===== src/rtl/pwmdac_pkg.sv =====
package pwmdac_pkg;
    localparam int SAMPLE_W = 16;
    localparam int NCH      = 2;
    localparam int REP_W    = 9;
    localparam int CTRL_W   = 18;

    typedef enum logic [1:0] {
        ALIGN_LEFT   = 2'd0,
        ALIGN_RIGHT  = 2'd1,
        ALIGN_CENTER = 2'd2,
        ALIGN_SPARE  = 2'd3
    } align_e;

    // Bit positions are part of the register contract (MSB first).
    typedef struct packed {
        logic [2:0]       shift;     // 17:15
        logic             flip_msb;  // 14
        logic             keep_bit;  // 13, stored only
        logic [REP_W-1:0] rep_m1;    // 12:4
        align_e           align;     // 3:2
        logic             hi_res;    // 1
        logic             en;        // 0
    } ctrl_t;

    localparam ctrl_t CTRL_RST = '{shift: 3'd0, flip_msb: 1'b1, keep_bit: 1'b0,
                                   rep_m1: '0, align: ALIGN_CENTER,
                                   hi_res: 1'b0, en: 1'b0};
endpackage


===== src/rtl/pwmdac_fifo.sv =====
module pwmdac_fifo #(
    parameter int W     = 32,
    parameter int DEPTH = 4
) (
    input  logic                       clk,
    input  logic                       rst_n,
    input  logic                       push,
    input  logic [W-1:0]               din,
    input  logic                       pop,
    output logic [W-1:0]               dout,
    output logic                       empty,
    output logic                       full,
    output logic [$clog2(DEPTH+1)-1:0] level
);
    localparam int AW = (DEPTH > 1) ? $clog2(DEPTH) : 1;
    localparam int CW = $clog2(DEPTH + 1);

    typedef struct packed {
        logic [DEPTH-1:0][W-1:0] mem;
        logic [AW-1:0]           wp;
        logic [AW-1:0]           rp;
        logic [CW-1:0]           lvl;
    } fifo_st_t;

    fifo_st_t st_d, st_q;
    logic do_push, do_pop;

    assign empty = (st_q.lvl == '0);
    assign full  = (st_q.lvl == CW'(DEPTH));
    assign level = st_q.lvl;
    assign dout  = st_q.mem[st_q.rp];

    always_comb begin
        st_d    = st_q;
        do_push = push && !full;
        do_pop  = pop && !empty;
        if (do_push) begin
            st_d.mem[st_q.wp] = din;
            st_d.wp = (st_q.wp == AW'(DEPTH - 1)) ? '0 : st_q.wp + 1'b1;
        end
        if (do_pop) begin
            st_d.rp = (st_q.rp == AW'(DEPTH - 1)) ? '0 : st_q.rp + 1'b1;
        end
        st_d.lvl = st_q.lvl + CW'(do_push) - CW'(do_pop);
    end

    always_ff @(posedge clk) begin
        if (!rst_n) st_q <= '0;
        else        st_q <= st_d;
    end
endmodule


===== src/rtl/pwmdac_timer.sv =====
module pwmdac_timer #(
    parameter int RES_LO = 8,
    parameter int RES_HI = 10,
    parameter int REP_W  = 9
) (
    input  logic              clk,
    input  logic              rst_n,
    input  logic              en,
    input  logic              hi_res,
    input  logic [REP_W-1:0]  rep_m1,
    output logic [RES_HI-1:0] cnt,
    output logic              load,
    output logic              wrap
);
    localparam logic [RES_HI-1:0] TOP_LO = RES_HI'((1 << RES_LO) - 1);
    localparam logic [RES_HI-1:0] TOP_HI = '1;

    typedef struct packed {
        logic [RES_HI-1:0] cnt;
        logic [REP_W-1:0]  rep;
    } tmr_st_t;

    tmr_st_t st_d, st_q;
    logic [RES_HI-1:0] top;

    assign top  = hi_res ? TOP_HI : TOP_LO;
    assign cnt  = st_q.cnt;
    assign wrap = en && (st_q.cnt >= top);
    assign load = en && (st_q.cnt == '0) && (st_q.rep == '0);

    always_comb begin
        st_d = st_q;
        if (!en) begin
            st_d = '0;
        end else if (wrap) begin
            st_d.cnt = '0;
            st_d.rep = (st_q.rep >= rep_m1) ? '0 : st_q.rep + 1'b1;
        end else begin
            st_d.cnt = st_q.cnt + 1'b1;
        end
    end

    always_ff @(posedge clk) begin
        if (!rst_n) st_q <= '0;
        else        st_q <= st_d;
    end
endmodule


===== src/rtl/pwmdac_cmp.sv =====
module pwmdac_cmp
    import pwmdac_pkg::*;
#(
    parameter int RES_LO = 8,
    parameter int RES_HI = 10
) (
    input  logic              clk,
    input  logic              rst_n,
    input  logic              en,
    input  logic              hi_res,
    input  align_e            align,
    input  logic [RES_HI-1:0] cnt,
    input  logic [RES_HI-1:0] duty,
    output logic              pwm
);
    localparam int XW = RES_HI + 1;

    logic [XW-1:0] period, c, v, lo;
    logic hit, pwm_d, pwm_q;

    always_comb begin
        period = hi_res ? XW'(1 << RES_HI) : XW'(1 << RES_LO);
        c      = {1'b0, cnt};
        v      = {1'b0, duty};
        lo     = (period - v) >> 1;
        unique case (align)
            ALIGN_RIGHT:  hit = (c >= period - v);
            ALIGN_CENTER: hit = (c >= lo) && (c < lo + v);
            default:      hit = (c < v);
        endcase
        pwm_d = en && hit;
    end

    always_ff @(posedge clk) begin
        if (!rst_n) pwm_q <= 1'b0;
        else        pwm_q <= pwm_d;
    end

    assign pwm = pwm_q;
endmodule


===== src/rtl/pwm_audio_dac.sv =====
module pwm_audio_dac
    import pwmdac_pkg::*;
#(
    parameter int FIFO_DEPTH = 4,
    parameter int RES_LO     = 8,
    parameter int RES_HI     = 10
) (
    input  logic           clk,
    input  logic           rst_n,
    input  logic           reg_we,
    input  logic           reg_wide,
    input  logic [3:0]     reg_addr,
    input  logic [31:0]    reg_wdata,
    output logic [31:0]    reg_rdata,
    output logic           sample_req,
    output logic           underrun,
    output logic [NCH-1:0] pwm_out
);
    localparam int FW = NCH * SAMPLE_W;
    localparam int LW = $clog2(FIFO_DEPTH + 1);
    localparam logic [3:0] OFS_DATA = 4'h0;
    localparam logic [3:0] OFS_CTRL = 4'h4;

    typedef struct packed {
        ctrl_t                         ctrl;
        logic [NCH-1:0][RES_HI-1:0]    duty;
        logic                          under;
    } top_st_t;

    top_st_t st_d, st_q;

    logic                         en_w, load_w, wrap_w, push_w, pop_w;
    logic                         empty_w, full_w;
    logic [LW-1:0]                level_w;
    logic [FW-1:0]                fifo_din, fifo_dout;
    logic [RES_HI-1:0]            cnt_w;
    logic [NCH-1:0][RES_HI-1:0]   duty_eff;

    function automatic logic [RES_HI-1:0] to_duty(input logic [SAMPLE_W-1:0] s,
                                                  input ctrl_t c);
        logic [SAMPLE_W-1:0] t;
        t = s ^ {c.flip_msb, {(SAMPLE_W-1){1'b0}}};
        t = t << c.shift;
        if (c.hi_res) return t[SAMPLE_W-1 -: RES_HI];
        else          return RES_HI'(t[SAMPLE_W-1 -: RES_LO]);
    endfunction

    assign en_w     = st_q.ctrl.en;
    assign push_w   = reg_we && (reg_addr == OFS_DATA);
    assign fifo_din = reg_wide ? reg_wdata[FW-1:0] : {NCH{reg_wdata[SAMPLE_W-1:0]}};
    assign pop_w    = load_w && !empty_w;

    pwmdac_fifo #(.W(FW), .DEPTH(FIFO_DEPTH)) fifo_i (
        .clk(clk), .rst_n(rst_n), .push(push_w), .din(fifo_din), .pop(pop_w),
        .dout(fifo_dout), .empty(empty_w), .full(full_w), .level(level_w)
    );

    pwmdac_timer #(.RES_LO(RES_LO), .RES_HI(RES_HI), .REP_W(REP_W)) timer_i (
        .clk(clk), .rst_n(rst_n), .en(en_w), .hi_res(st_q.ctrl.hi_res),
        .rep_m1(st_q.ctrl.rep_m1), .cnt(cnt_w), .load(load_w), .wrap(wrap_w)
    );

    always_comb begin
        st_d = st_q;
        if (reg_we && (reg_addr == OFS_CTRL)) begin
            st_d.ctrl = ctrl_t'(reg_wdata[CTRL_W-1:0]);
        end
        for (int ch = 0; ch < NCH; ch++) begin
            duty_eff[ch] = pop_w ? to_duty(fifo_dout[ch*SAMPLE_W +: SAMPLE_W], st_q.ctrl)
                                 : st_q.duty[ch];
        end
        st_d.duty  = duty_eff;
        st_d.under = en_w && (st_q.under || (load_w && empty_w));
    end

    always_ff @(posedge clk) begin
        if (!rst_n) begin
            st_q.ctrl  <= CTRL_RST;
            st_q.duty  <= '0;
            st_q.under <= 1'b0;
        end else begin
            st_q <= st_d;
        end
    end

    for (genvar g = 0; g < NCH; g++) begin : g_chan
        pwmdac_cmp #(.RES_LO(RES_LO), .RES_HI(RES_HI)) cmp_i (
            .clk(clk), .rst_n(rst_n), .en(en_w), .hi_res(st_q.ctrl.hi_res),
            .align(st_q.ctrl.align), .cnt(cnt_w), .duty(duty_eff[g]),
            .pwm(pwm_out[g])
        );
    end

    assign reg_rdata  = (reg_addr == OFS_CTRL)
                      ? {st_q.under, {(31 - CTRL_W){1'b0}}, st_q.ctrl} : '0;
    assign sample_req = !full_w;
    assign underrun   = st_q.under;
endmodule


===== config.mk =====
export PLATFORM = sky130hd
export DESIGN_NAME = pwm_audio_dac
export DESIGN_NICKNAME = d
export VERILOG_FILES = /design/src/rtl/pwmdac_pkg.sv /design/src/rtl/pwmdac_fifo.sv /design/src/rtl/pwmdac_timer.sv /design/src/rtl/pwmdac_cmp.sv /design/src/rtl/pwm_audio_dac.sv
export SDC_FILE = /design/constraint.sdc
export NUM_CORES = 1
export LEC_CHECK = 0
export BUFFER_PORTS_ARGS = -buffer_cell sky130_fd_sc_hd__buf_2
export CAP_MARGIN = 20
export CELL_PAD_IN_SITES_DETAIL_PLACEMENT = 0
export CELL_PAD_IN_SITES_GLOBAL_PLACEMENT = 1
export CORE_MARGIN = 4
export CORE_UTILIZATION = 49
export CTS_CLUSTER_DIAMETER = 200
export DETAILED_ROUTE_END_ITERATION = 16
export HOLD_SLACK_MARGIN = 0.08
export PLACE_DENSITY = 0.83
export SLEW_MARGIN = 5
export SYNTH_ARGS = -nofsm -noshare
export SYNTH_HDL_FRONTEND = slang
export SYNTH_HIERARCHICAL = 1
export SYNTH_SLANG_ARGS = --single-unit

===== constraint.sdc =====
create_clock -name clk -period 6.3 [get_ports clk]
set_input_delay 1.26 -clock clk [delete_from_list [all_inputs] [get_ports clk]]
set_output_delay 1.26 -clock clk [all_outputs]
set_load 0.1 [all_outputs]

Yosys cells after proc, flatten, opt, wreduce, memory -nomap -nowiden. Index checks and enable logic that the tools add are counted.

Add/subtract/negate cells: 10. $lt $le $gt $ge: 13. Equality and inequality tests: 6. Shift-type cells: 2. Muxes and demuxes: 18. Bitwise gates (word level): 4. Reduce and logical (&&, ||, !) cells: 24.

Operators with widths (number): bitwise mux 128 bit (1); 2-to-1 mux 32 bit (4); binary-select mux 32 bit (select 2 bit) (1); demux 32 bit (select 2 bit) (1); 2-to-1 mux 10 bit (5); left shift 16 x 3 -> 16 bit (2); bitwise XOR 16 bit (2); greater-or-equal comparator 10 bit (3); adder 10 x 10 -> 11 bit (2); greater-or-equal comparator 10 x 11 -> 1 bit (2); < comparator 10 x 11 -> 1 bit (2); subtractor 11 x 10 -> 11 bit (2); < comparator 10 bit (2); logical AND 1 bit (15); 2-to-1 mux 11 bit (1); adder 10 x 1 -> 10 bit, second input constant (1); zero test 10 bit (1); adder 9 x 1 -> 9 bit, second input constant (1); greater-or-equal comparator 9 bit (1); zero test 9 bit (1); 2-to-1 mux 9 bit (1); equality test 2 bit, second input constant (3); < comparator 2 x 3 -> 1 bit, second input constant (2); adder 2 x 1 -> 2 bit, second input constant (2); 15 further kinds (19).

Register bits: 195. Input bits: 40. Output and inout bits: 36. Logic and storage cells: 98.

Longest topological paths before layout. Gate-level depths: netlist of the first run.

Depth after elaboration: 12. Depth in mapped cells: 30. Mapped depth without buffers: 28.

Hierarchy. Netlist of the first run, hierarchy kept.

Modules (own cells, without submodules): pwmdac_fifo (times used 1, cells each 544, area an instance 6012.0 µm², sequential area each 2702.6 µm²); pwm_audio_dac (times used 1, cells each 311, area an instance 2894.0 µm², sequential area each 780.7 µm²); pwmdac_cmp at g_chan[1].cmp_i (times used 1, cells each 221, area an instance 1722.9 µm², sequential area each 20.0 µm²); pwmdac_cmp at g_chan[0].cmp_i (times used 1, cells each 213, area an instance 1660.3 µm², sequential area each 20.0 µm²); pwmdac_timer (times used 1, cells each 145, area an instance 1248.7 µm², sequential area each 380.4 µm²).

Worst setup path after synthesis of the first run. Ideal clock, no wire load.

Kind: register to register. Start: register fifo_i/st_q[4] (netlist bit). End: register g_chan[0].cmp_i.pwm_q. Library setup time: 0.122 ns. Arrival time: 5.522 ns. Path slack: 0.657 ns. Cell stages (with the launch flop): 25. Cells stage by stage: dfxtp_1 clkbuf_1 buf_2 mux4_2 mux4_2 mux2i_1 a221oi_1 nor3_1 nand3_1 xnor2_1 ha_1 buf_1 or2_1 o32a_1 o2111a_1 a211o_1 a21oi_2 xor2_1 ha_1 o21a_1 o21a_1 o21ai_0 a311oi_1 a211oi_1 o311a_1.

RTL lines: start, declared (RTL line pwmdac_fifo.sv:25) `fifo_st_t st_d, st_q;`; start signal, assigned (RTL line pwmdac_fifo.sv:49) `else st_q <= st_d;`; end signal, assigned (RTL line pwmdac_cmp.sv:36) `else pwm_q <= pwm_d;`; end, declared (RTL line pwmdac_cmp.sv:19) `logic hit, pwm_d, pwm_q;`.

==> flow_summary.ini, run 1 <==
[min_path]
hold_end = fifo_i/st_q[121]
min_from = fifo_i/st_q[121]
hold_depth = 2
hold_path_class = reg2reg

[grt]
grt_start_max_net_pins = 83
grt_pass1_wl_um = 55810
grt_usage_pct = 22.61
first_global_vias = 10170
antenna_found_initial = 0
grt_overflow = 0

[route]
drtPass1Iterations = 5
wl_per_cell_um = 18.87
drt-initial-drc-count = 717
via_count = 10450
viasPerCell = 5.734
ant_nets = 0
wl_um = 34380
remaining_drc_errors = 0

[clocking]
insertion_delay_ns = 0.44
clkTransAtPathRegs_ns = 0.08
clock_path_buffers = 2
htreeDepth = 4
cts_tree = built
cts-buffers-inserted = 17
hold_buffers = 0
cts-root-buf = clkbuf_16
cts_setup_buffers = 0
clkSinkCount = 195

[placed_design]
dp.cells = 1790
gp_congestion = 0.8828
hpwl_um = 25760
portBuffers = 62
dpl_worst_slack_ns = 0.07646

[critical_path]
criticalPathCategory = reg2reg
worstRegToRegCells = 25
reg2reg_slack_ns = 0.48
worst_path_largest_cell_delay_ns = 0.41
required_ns = 6.62
cp_top_family = compound AO/OA/AOI/OAI gates
r2r-start = timer_i/st_q[5]
path_buf_inv = 3
cp_max_fo = 5
crit_cells = 25
cp.arrival_ns = 6.14
end_kind = flop
worstSetupStartpointType = flop
cp_slowest_cell = fa_1
reg2reg_to = g_chan[0].cmp_i/pwm

[die]
die-area_sq_um = 30300
initial_core_util_pct = 50.01
fp.dieH_um = 174.1
ios = 76
die_x_um = 174.1
core_area_sq_um = 27030
placementRows = 60

[yosys]
syn_inst = 1431
yosysWarnings = 6
avgSynthCellArea_sq_um = 9.445
synth_area_sq_um = 13520

[job]
maxCapViolCount = 0

[pwr]
p_leak_nw = 5.509
power.total_mw = 2.529
vdd_drop_max_mv = 0.1674
powerDensity_nw_per_um2 = 173.2

[timing]
max_slew_margin_pct = 35.22
finalSetupTns_ns = 0
setup_violations = 0
setup_ws_ns = 0.4818
slew_violations = 0
rsz0062_at_grt = no
clock_skew_ns = 0.02067
finalCriticalPeriod_ns = 5.818
hold_violations = 0
tightestPinTransition_ns = 0.9637
fmax_ghz = 0.1719
period_share_pct = 92.35

[cells_and_area]
final_core_util_pct = 54.05
instances_no_fill = 1822
diodes = 0
layout-drive-gt1-share_pct = 16.75
nets = 1633
syn_to_final_growth_pct = 8.082

[run_status]
status = finished, final reports clean
-- cells in the final DEF, fill, tap and decap left out, drive strengths merged, types with 9 or more instances in the layout --
master,n
a31oi,12
a21o,11
xnor2,38
nor2,49
nand4,11
dfxtp,195
mux2,20
o21ai,38
nor2b,10
conb,13
nand2,239
clkbuf,18
buf,107
and3,15
nand3,24
nor3,16
nand2b,10
a21oi,59
and2,36
ha,122
inv,90
mux2i,143
xor2,14
a211oi,10
o211ai,14
mux4,58
clkinv,9
-- registers in the layout, summed over array words and instances, names as in the netlist --
register	cells
fifo_i/st_q	132
st_q	37
timer_i/cnt	10
timer_i/st_q	9
fifo_i/level	3
g_chan.cmp_i/pwm	2
en_w	1
underrun	1
-- worst max-delay path by stage --
stage | startpoint | end | slack [ns]
after floorplan | fifo_i/st_q[4] | g_chan[0].cmp_i/pwm | 0.66
after CTS | timer_i/st_q[5] | g_chan[0].cmp_i/pwm | 0.16
final | timer_i/st_q[5] | g_chan[0].cmp_i/pwm | 0.48
after detailed placement | timer_i/st_q[5] | g_chan[0].cmp_i/pwm | 0.08
after global routing | fifo_i/st_q[4] | g_chan[0].cmp_i/pwm | 0.05
after global placement | timer_i/st_q[5] | g_chan[0].cmp_i/pwm | 0.27
-- per-stage QoR --
stage	hold slack, ns	instance area [sq um]
after detailed placement	0.4469	13940
after CTS	0.4595	14560
final	0.4574	14610
after floorplan	0.4315	13560
after global placement	0.4386	13940
after global routing	0.4692	14610
-- metal layers --
metal	routed length [um]	track usage [%]	part of all wire, %
met1	16030	31.39	47
met2	16800	38.47	49
met3	1218	2.392	3.5
met4	338	4.652	0.98
met5	0	0	0
-- tightest hold or removal path, stage by stage (launching register included) --
cell     delay [ns]
dfxtp_1        0.31
nand2_1        0.05
mux2i_1        0.05
-- area by class of cell --
| cell class | instances | area [sq um] |
|---|---|---|
| flip-flops and latches | 195 | 3909 |
| repair buffers | 107 | 691.9 |
| well taps | 341 | 426.7 |
| multi-input cells | 1062 | 8647 |
| inverters | 85 | 319.1 |
| fillers | 2459 | 12420 |
| clock buffers | 18 | 429.2 |
| clock inverters | 14 | 185.2 |
-- timing repair --
| action | CTS | global route |
|---|---|---|
| gates resized for setup | 1 | 7 |
| cloned | 0 | 0 |
| setup endpoints to repair | 1 | 2 |
-- where the power goes --
part | internal, mW | switching, mW
clock network | 0.544 | 0.576
registers | 1.24 | 0.00568
logic | 0.0473 | 0.121
total | 1.83 | 0.703
Power figures use the tool's default switching activity.
==> inputs of run 2 (changes only) <==
Settings changed: ABC_AREA from default to 1, CORE_UTILIZATION 49 to 48, PLACE_DENSITY 0.83 to 0.88.
Clock period 6.3 ns to 6.9 ns, I/O delays scaled along.
==> run 2 against run 1 <==
  * Sequential power fell by 8%
  * First-iteration DRC count rose by 65%
  * Fmax rose by 1.5%
  * Critical path type unchanged
  * Highest routed layer unchanged
==> flow_summary.ini, run 2 <==
[job]
maxCapViolCount = 0

[route]
ant_nets = 0
via_count = 14740
wl_per_cell_um = 15.77
wl_um = 44970
remaining_drc_errors = 0
viasPerCell = 5.172
drtPass1Iterations = 5
drt-initial-drc-count = 1186

[clocking]
clkSinkCount = 195
cts-root-buf = clkbuf_16
clkTransAtPathRegs_ns = 0.07
htreeDepth = 4
insertion_delay_ns = 0.44
cts_setup_buffers = 0
hold_buffers = 0
clock_path_buffers = 2
cts-buffers-inserted = 17
ctsResizeCount = 0
cts_tree = built

[die]
fp.dieH_um = 187.0
core_area_sq_um = 31560
initial_core_util_pct = 48.73
die_x_um = 187.0
die-area_sq_um = 34960
ios = 76
placementRows = 65

[critical_path]
cp.arrival_ns = 6.10
end_kind = flop
cp_max_fo = 23
worstSetupStartpointType = flop
required_ns = 7.27
criticalPathCategory = reg2reg
reg2reg_slack_ns = 1.17
worst_path_largest_cell_delay_ns = 0.57
cp_slowest_cell = or2_1

[grt]
grt_pass1_wl_um = 72030
first_global_vias = 13470
grt_usage_pct = 25.12
grt_start_max_net_pins = 91
antenna_found_initial = 1
grt_overflow = 0

[timing]
clock_skew_ns = 0.01014
tightestPinTransition_ns = 0.9984
slew_violations = 0
max_slew_margin_pct = 33.44
setup_violations = 0
finalCriticalPeriod_ns = 5.733
hold_violations = 0
finalSetupTns_ns = 0
fmax_ghz = 0.1744
rsz0062_at_grt = no
period_share_pct = 83.08
whs_ns = 0.4735

[cells_and_area]
top_register = fifo_i/st_q
final_core_util_pct = 51.28
final_area_sq_um = 16180
layout_commonest_cell = nand2_1
diodes = 0
nets = 2601
layout-drive-gt1-share_pct = 7.962
instances_no_fill = 2851
syn_to_final_growth_pct = 5.248
mostFrequentLayoutCells = 624 x nand2_1, 476 x inv_1, 292 x nor2_1
largest_reg_flops = 132

[pwr]
p_clk_share_pct = 43.4
p_sw_mw = 0.6612
p_sw_share_pct = 27.62
p_int_mw = 1.733
vdd_drop_max_mv = 0.1636
powerDensity_nw_per_um2 = 147.9
p_comb_share_pct = 9.1
seqPwrFrac_pct = 47.4
p_leak_nw = 8.185

[placed_design]
gp_congestion = 0.8857
hpwl_um = 31140
placedInstanceArea_sq_um = 15580
portBuffers = 62
dp.cells = 2819

[yosys]
synth_area_sq_um = 15380
syn_inst = 2469
avgSynthCellArea_sq_um = 6.228
yosysWarnings = 6

[run_status]
status = finished, final reports clean

[min_path]
hold_path_class = reg2reg
run 2: changes by cell type in the layout (fill, tap and decap cells not counted), moves of 61 or more:
cell | previous run | this run
inv_1 | 84 | 476
nand2_1 | 239 | 624
nor2_1 | 49 | 292
mux2i_1 | 143 | 0
nand4_1 | 10 | 149
nand3_1 | 23 | 127
o21ai_0 | 34 | 95
run 2: worst paths after layout:
kind	depth (start not counted)	endpoint	start
worst min register to register	2	st_q[20]	st_q[20]
worst max register to register	31	g_chan[1].cmp_i/pwm	timer_i/cnt[1]
worst min-delay path	2	st_q[20]	st_q[20]
worst max-delay path	31	g_chan[1].cmp_i/pwm	timer_i/cnt[1]
run 2: per-stage QoR:
stage | worst slack (ns) | total power [mW]
after floorplan | 2.260 | 1.325
after global placement | 1.340 | 1.377
after detailed placement | 1.217 | 1.378
after CTS | 1.170 | 2.414
after global routing | 0.5686 | 2.482
final | 1.168 | 2.394
run 2: power by group through the flow:
stage	Clock (mW)	Combinational [mW]	Sequential, mW
floorplan	0	0.163	1.16
global placement	0	0.215	1.16
detailed placement	0	0.216	1.16
CTS	1.06	0.216	1.14
global route	1.11	0.240	1.14
finish	1.04	0.219	1.14
run 2: cell type report:
cell class,instances,area (sq um)
timing repair buffer,83,470.5
tap,402,503.0
clock inverter,15,177.7
multi-input combinational,1659,8900
fill,3310,15370
sequential,195,3905
clock buffer,17,425.4
inverter,480,1802
run 2: worst max-delay path: cells and delay by family (launching register included):
kind,cells,cell delay (ns)
AOI/OAI and AO/OA,4,0.75
xor gates and xnor gates,2,0.40
adders and majority gates,4,1.10
buffers and inverters,5,0.48
DFF,1,0.44
and+or+nand+nor,16,2.47
run 2: layer usage:
| metal | global-route usage [%] | wire (um) | vias up | part of all wire (%) |
|---|---|---|---|---|
| met5 | 0 | 0 | - | 0 |
| met4 | 9.016 | 1489 | 0 | 3.3 |
| met3 | 3.770 | 2607 | 68 | 5.8 |
| met2 | 40.92 | 20580 | 405 | 46 |
| met1 | 33.98 | 20290 | 6644 | 45 |
| li1 | - | - | 7627 | - |
